[src/rtl/trio_dec_pkg.sv]
`timescale 1ns/1ps
package trio_dec_pkg;
  localparam int NPAIR  = 3;
  localparam int NSTATE = 6;
  localparam int NDIGIT = NSTATE - 1;
  localparam int IDX_W  = $clog2(NSTATE);
  localparam int DIG_W  = $clog2(NDIGIT);

  typedef logic [NPAIR-1:0] pol_t;
  typedef logic [IDX_W-1:0] idx_t;
  typedef logic [DIG_W-1:0] dig_t;

  // A valid ordering of three distinct levels never gives all-equal signs
  function automatic logic pol_legal(pol_t p);
    return !((p == '0) || (p == '1));
  endfunction

  // Sign pattern {C>A, B>C, A>B} to wire-state index
  function automatic idx_t pol_to_idx(pol_t p);
    case (p)
      3'b001:  return idx_t'(0);
      3'b011:  return idx_t'(1);
      3'b010:  return idx_t'(2);
      3'b110:  return idx_t'(3);
      3'b100:  return idx_t'(4);
      3'b101:  return idx_t'(5);
      default: return idx_t'(0);
    endcase
  endfunction

  // Forward distance around the state ring, minus one
  function automatic dig_t step_digit(idx_t prv, idx_t cur);
    int d;
    d = (int'(cur) - int'(prv) + NSTATE) % NSTATE;
    return dig_t'(d - 1);
  endfunction
endpackage

[src/rtl/trio_pol_classify.sv]
`timescale 1ns/1ps
module trio_pol_classify
  import trio_dec_pkg::*;
(
  input  pol_t pol_i,
  output idx_t idx_o,
  output logic legal_o
);
  always_comb begin
    legal_o = pol_legal(pol_i);
    idx_o   = pol_to_idx(pol_i);
  end
endmodule

[src/rtl/trio_state_track.sv]
`timescale 1ns/1ps
module trio_state_track
  import trio_dec_pkg::*;
(
  input  logic clk,
  input  logic rst_n,
  input  logic upd_i,
  input  idx_t cur_i,
  output idx_t prv_o,
  output logic primed_o
);
  always_ff @(posedge clk) begin
    if (!rst_n) begin
      prv_o    <= '0;
      primed_o <= 1'b0;
    end else if (upd_i) begin
      prv_o    <= cur_i;
      primed_o <= 1'b1;
    end
  end
endmodule

[src/rtl/trio_step_decode.sv]
`timescale 1ns/1ps
module trio_step_decode
  import trio_dec_pkg::*;
(
  input  idx_t prv_i,
  input  idx_t cur_i,
  output logic same_o,
  output dig_t dig_o
);
  always_comb begin
    same_o = (prv_i == cur_i);
    dig_o  = step_digit(prv_i, cur_i);
  end
endmodule

[src/rtl/trio_symbol_decoder.sv]
`timescale 1ns/1ps
module trio_symbol_decoder
  import trio_dec_pkg::*;
(
  input  logic       clk,
  input  logic       rst_n,
  input  logic       smp_vld_i,
  input  logic [2:0] pol_i,
  output logic       dig_vld_o,
  output logic [2:0] dig_o,
  output logic       err_invalid_o,
  output logic       err_repeat_o
);
  idx_t cur_idx;
  idx_t prv_idx;
  logic pat_legal;
  logic primed;
  logic same_state;
  dig_t step_dig;

  // Named events for inspection
  logic smp_legal;
  logic smp_illegal;
  logic smp_first;
  logic smp_repeat;
  logic smp_step;

  trio_pol_classify u_cls (
    .pol_i   (pol_i),
    .idx_o   (cur_idx),
    .legal_o (pat_legal)
  );

  trio_state_track u_trk (
    .clk      (clk),
    .rst_n    (rst_n),
    .upd_i    (smp_legal),
    .cur_i    (cur_idx),
    .prv_o    (prv_idx),
    .primed_o (primed)
  );

  trio_step_decode u_dec (
    .prv_i  (prv_idx),
    .cur_i  (cur_idx),
    .same_o (same_state),
    .dig_o  (step_dig)
  );

  always_comb begin
    smp_legal   = smp_vld_i && pat_legal;
    smp_illegal = smp_vld_i && !pat_legal;
    smp_first   = smp_legal && !primed;
    smp_repeat  = smp_legal && primed && same_state;
    smp_step    = smp_legal && primed && !same_state;
  end

  always_ff @(posedge clk) begin
    if (!rst_n) begin
      dig_vld_o     <= 1'b0;
      dig_o         <= '0;
      err_invalid_o <= 1'b0;
      err_repeat_o  <= 1'b0;
    end else begin
      dig_vld_o     <= smp_step;
      err_invalid_o <= smp_illegal;
      err_repeat_o  <= smp_repeat;
      if (smp_step) dig_o <= step_dig;
    end
  end
endmodule

[config.mk]
export PLATFORM = sky130hd
export DESIGN_NAME = trio_symbol_decoder
export DESIGN_NICKNAME = d
export VERILOG_FILES = /design/src/rtl/trio_dec_pkg.sv /design/src/rtl/trio_pol_classify.sv /design/src/rtl/trio_state_track.sv /design/src/rtl/trio_step_decode.sv /design/src/rtl/trio_symbol_decoder.sv
export SDC_FILE = /design/constraint.sdc
export NUM_CORES = 1
export LEC_CHECK = 0
export BUFFER_PORTS_ARGS = -buffer_cell sky130_fd_sc_hd__buf_2
export CAP_MARGIN = 20
export CORE_MARGIN = 4
export CORE_UTILIZATION = 45
export CTS_BUF_LIST = sky130_fd_sc_hd__clkbuf_16
export DETAILED_ROUTE_END_ITERATION = 12
export GPL_TIMING_DRIVEN = 0
export PLACE_DENSITY = 0.65
export SYNTH_ARGS = -nofsm -noshare
export SYNTH_HDL_FRONTEND = slang
export SYNTH_HIERARCHICAL = 1
export SYNTH_SLANG_ARGS = --single-unit
[constraint.sdc]
create_clock -name clk -period 8.4 [get_ports clk]
set_clock_uncertainty 0.15 [all_clocks]
set_input_delay 0.84 -clock clk [delete_from_list [all_inputs] [get_ports clk]]
set_output_delay 0.84 -clock clk [all_outputs]
set_load 0.005 [all_outputs]
# After elaboration in Yosys (flattened, before gate mapping)
# Cells that the tools add are included.
dict set report classes {
  n_addsub 3
  n_div 1
  reduce_logical 9
  mux 1
  shifts 0
  n_eq_ne 7
  n_lt_le_gt_ge 0
  bitwise 0
  multipliers 0
}
# operator count
set ops {}
lappend ops {{32-bit by 4-bit adder with 32-bit output (second input constant)} 1}
lappend ops {{32-bit by 4-bit remainder unit with 32-bit output (second input constant)} 1}
lappend ops {{3-bit case mux with 5 select lines} 1}
lappend ops {{3-bit == test (second input constant)} 4}
lappend ops {{3-bit by 2-bit == test with 1-bit output (second input constant)} 2}
lappend ops {{1-bit logical AND} 5}
lappend ops {{3-bit by 3-bit subtractor with 4-bit output} 1}
lappend ops {{3-bit == test} 1}
lappend ops {{3-bit logical NOT} 1}
lappend ops {{3-bit by 2-bit subtractor with 3-bit output (second input constant)} 1}
lappend ops {{1-bit logical NOT} 2}
lappend ops {{1-bit logical OR} 1}
dict set report word_totals {
  mem_count 0
  mem_bits_rw 0
  output_inout_bits 6
  rom_bits 0
  input_bits 6
  latchBits 0
  regBits 10
}

# Longest topological paths before layout
dict set report logic_depth {
  depth_word 6
  mapped_depth 21
}

# By module
# The synthesis kept the hierarchy.
# module instances cells_per_inst area_each_um2
set modules_own_cells {}
lappend modules_own_cells {trio_step_decode 1 52 424.2}
lappend modules_own_cells {trio_symbol_decoder 1 23 229.0}
lappend modules_own_cells {trio_state_track 1 11 136.4}
lappend modules_own_cells {trio_pol_classify 1 8 53.8}

# Worst setup path after synthesis
# No wires, ideal clock.
dict set report synth_timing {
  kind {input port to flip-flop}
  start {input port pol_i[0]}
  end {register dig_o[2]}
  n_path_buf 0
  path_slack_ns 3.612
  stages 20
  required_ns 8.178
  t_arrival_ns 4.567
  cell_sequence {xnor2_1 mux2i_1 inv_1 ha_1 inv_1 fa_1 xor2_1 inv_2 ha_1 xnor2_1 mux2_4 mux2_4 ha_1 mux2_2 o21ai_0 ha_1 xor2_1 xnor2_1 nand2_1 mux2i_1}
}
dict set report synth_via {
  elab_chain_cells 6
}
# element line_no
set synth_rtl {}
lappend synth_rtl {{start: declaration} trio_symbol_decoder.sv:8} ;# input logic [2:0] pol_i,
lappend synth_rtl {{3-bit == test / 3-bit by 2-bit == test with 1-bit output (equally long branches)} trio_dec_pkg.sv:20} ;# case (p)
lappend synth_rtl {{3-bit case mux with 5 select lines (*)} trio_dec_pkg.sv:20}
lappend synth_rtl {{net cur_idx[0]} trio_symbol_decoder.sv:14} ;# idx_t cur_idx;
lappend synth_rtl {{3-bit by 3-bit subtractor with 4-bit output (*)} trio_dec_pkg.sv:34} ;# d = (int'(cur) - int'(prv) + NSTATE) % NSTATE;
lappend synth_rtl {{32-bit by 4-bit adder with 32-bit output (*)} trio_dec_pkg.sv:34}
lappend synth_rtl {{32-bit by 4-bit remainder unit with 32-bit output (*)} trio_dec_pkg.sv:34}
lappend synth_rtl {{3-bit by 2-bit subtractor with 3-bit output (*)} trio_dec_pkg.sv:35} ;# return dig_t'(d - 1);
lappend synth_rtl {{net step_dig[2]} trio_symbol_decoder.sv:19} ;# dig_t step_dig;
lappend synth_rtl {{end signal: assignment} trio_symbol_decoder.sv:68} ;# if (smp_step) dig_o <= step_dig;
lappend synth_rtl {{end: declaration} trio_symbol_decoder.sv:10} ;# output logic [2:0] dig_o,
# The timed path passes the listed nets; every way through them passes the cells marked *.
# A chain may end at the register's enable or synchronous reset.

# Final worst setup path
# Same ends and word-level chain as after synthesis.

==> results.toml <==
[clocking]
cts-root-buf = "clkbuf_16"
cts_made_buffers = 3
htreeDepth = 1
cts.clk_slew.worst_paths_ns = 0.04
cts.sinks = 10
ctsLongestPathBuffers = 2
cts_hold_buffers = 0
ctsResizeCount = 0
cts_tree = "done"
post_cts_buffers = 0
clock_latency_ns = 0.23

[yosys]
synthTopCellsByArea = "dfxtp_1, ha_1, mux2i_1"
synthXorXnorAreaFrac = 0.07270
ys_ff_latch = 10
synth_edf_count = 0
syn_area_um2 = 843.3
yosys_most_used_dff = "dfxtp_1"
ys_top_cells_by_count = "dfxtp_1, nand2_1, ha_1, mux2i_1"
async_flop_share = 0
synth_top_area_share = 0.2374
netlist_instances = 94
muxShareOfSynthArea = 0.1439
yosys_warnings = 6
yosysSeqAreaShare = 0.2374
ys_types = 37
syn_nets = 109
avgSynthCellArea_um2 = 8.971
synth_top_family_by_area = "simple AND/OR/NAND/NOR gates"
synth_compound_area_frac = 0.1068
synth-simple-area-share = 0.2418
yosysTopAreaCell = "dfxtp_1"
synth_most_common_cell = "dfxtp_1"
synthAdderAreaFrac = 0.1424

[floorplanning]
core_um2 = 1745
die_w_um = 51.29
dieArea_um2 = 2631
chipHeight_um = 51.29
initial_core_util = 0.4832
num_io_pins = 12
rows = 15

[grt]
antenna_found_initial = 0
grt_max_degree = 10
grt-ovfl-total = 0
grt.total_usage = 0.1406
grt_pass1_wl_um = 2739
grt_pass1_vias = 637

[placed_design]
io_buffers = 11
post_dp_cell_area_um2 = 929.6
dp_hpwl_um = 1178
gp_congestion = 0.7202

[power_and_ir_drop]
leakage_nw = 0.4501
ir_worst_vdd_mv = 0.09370
power_density_nw_per_um2 = 215.0

[worst_setup_path]
crit_end = "dig_o[2]"
cp_max_fo = 5
rrSetupSlack_ns = 4.09
worstReg2RegEnd = "dig_o[2]"
critPathKind = "in2reg"
critical_path_required_ns = 8.41
endpoint_kind = "flop"
r2r_start = "u_trk/prv_o[0]"
rr_worst_depth = 17
startpoint = "pol_i[0]"
arrival_ns = 5.04
start_kind = "input port"

[final_layout]
synthToLayoutAreaGrowth_pct = 19.14
fin_area_um2 = 1005
diodes = 0
drive_above_1_share = 0.2685
nNetsFinal = 125

[timing]
period_needed_ns = 5.026
timing.setup.tns_ns = 0
tightest_slew_ns = 0.4214
relSlewSlack = 0.7171
setup_viol = 0
rsz0062_at_grt = "no"
hold_viol = 0
drv_slew = 0
period_share = 0.5983
clock.fmax_ghz = 0.1990

[drt]
avgRoutedWirePerCell_um = 11.60
wl_um = 1543
vias = 660
vias_per_cell = 4.962
drc = 0
drtIter0Drc = 4
firstDrtPassIters = 4
route.antenna.remaining_nets = 0

[status]
outcome = "completed"

[job]
drv_cap = 0

[worst_hold_path]
min-delay-path-class = "reg2reg"
## per-stage QoR
step	setup WS (ns)	hold slack [ns]	cells	total power, mW	util
2_1_floorplan	3.612	0.2847	94	0.1205	-
3_3_place_gp	3.200	0.2907	130	0.1333	0.5326
3_5_place_dp	3.117	0.2941	130	0.1353	0.5326
4_1_cts	3.351	0.3006	133	0.2181	0.5756
5_1_grt	3.003	0.3165	133	0.2327	0.5756
6_report	3.374	0.2993	133	0.2160	0.5756
## area by class of cell
| type | count | area, um^2 |
|---|---|---|
| fill | 167 | 740.7 |
| multi-input combinational | 74 | 596.8 |
| sequential | 10 | 200.2 |
| clock buffer | 3 | 75.07 |
| timing repair buffer | 11 | 55.05 |
| tap | 25 | 31.28 |
| inverter | 7 | 26.28 |
| buffer | 3 | 20.02 |
## flip-flops by register name, indices dropped and copies added, names as in the netlist
| name | cells |
|---|---|
| dig_o | 3 |
| u_trk/prv_o | 3 |
| err_invalid_o | 1 |
| dig_vld_o | 1 |
| u_trk/primed_o | 1 |
| err_repeat_o | 1 |
## worst max-delay path: stages
cell and delay (ns):
buf_2 0.13, xnor2_1 0.15, mux2i_1 0.11, inv_1 0.06, ha_1 0.15, inv_1 0.05, fa_1 0.41, xor2_1 0.32
inv_2 0.09, ha_1 0.38, xnor2_1 0.40, mux2_4 0.34, mux2_4 0.25, ha_1 0.26, mux2_2 0.25, o21ai_0 0.18
ha_1 0.19, xor2_1 0.17, xnor2_1 0.13, nand2_1 0.06, mux2i_1 0.11
## cells in the final DEF, fill, tap and decap left out, types with 2 or more instances in the layout
master,instances
ha_1,8
nand2_1,9
nand3_1,2
mux2_4,2
dfxtp_1,10
mux2i_1,8
o21ai_0,2
xor2_1,4
nor2_1,6
xnor2_1,3
inv_1,6
clkbuf_16,3
nor2b_1,5
buf_2,12
and3_2,3
nor3_1,2
o21a_1,2
## report_power, final
part | internal, mW | total, mW | switching [mW]
Sequential | 0.0502 | 0.0514 | 0.00113
Clock | 0.0615 | 0.0814 | 0.0199
Combinational | 0.0414 | 0.0832 | 0.0418
## per-layer routing
layer / wire length [um] / up-vias / track usage
met5: 0 / - / 0
met4: 30 / 0 / 0.07860
met3: 58 / 4 / 0.01749
met2: 706 / 16 / 0.2167
met1: 747 / 289 / 0.1883
li1: - / 351 / -
## kinds of logic after synthesis
logic type      count (synthesis)
compound gates                 11
xor+xnor                        7
fa+ha+maj                       9
buf+inv                        10
flops                          10
mux                            11
simple gates                   36
## how the worst min path moves through the flow
stage / startpoint / end / slack, ns / depth (start not counted)
4_1_cts: dig_o[2] / dig_o[2] / 0.30 / 2
6_report: dig_o[1] / dig_o[1] / 0.30 / 2
3_3_place_gp: dig_o[2] / dig_o[2] / 0.29 / 2
2_1_floorplan: u_trk/primed_o / u_trk/primed_o / 0.28 / 1
5_1_grt: dig_o[2] / dig_o[2] / 0.32 / 2
3_5_place_dp: dig_o[2] / dig_o[2] / 0.29 / 2
Power figures use the tool's default switching activity.
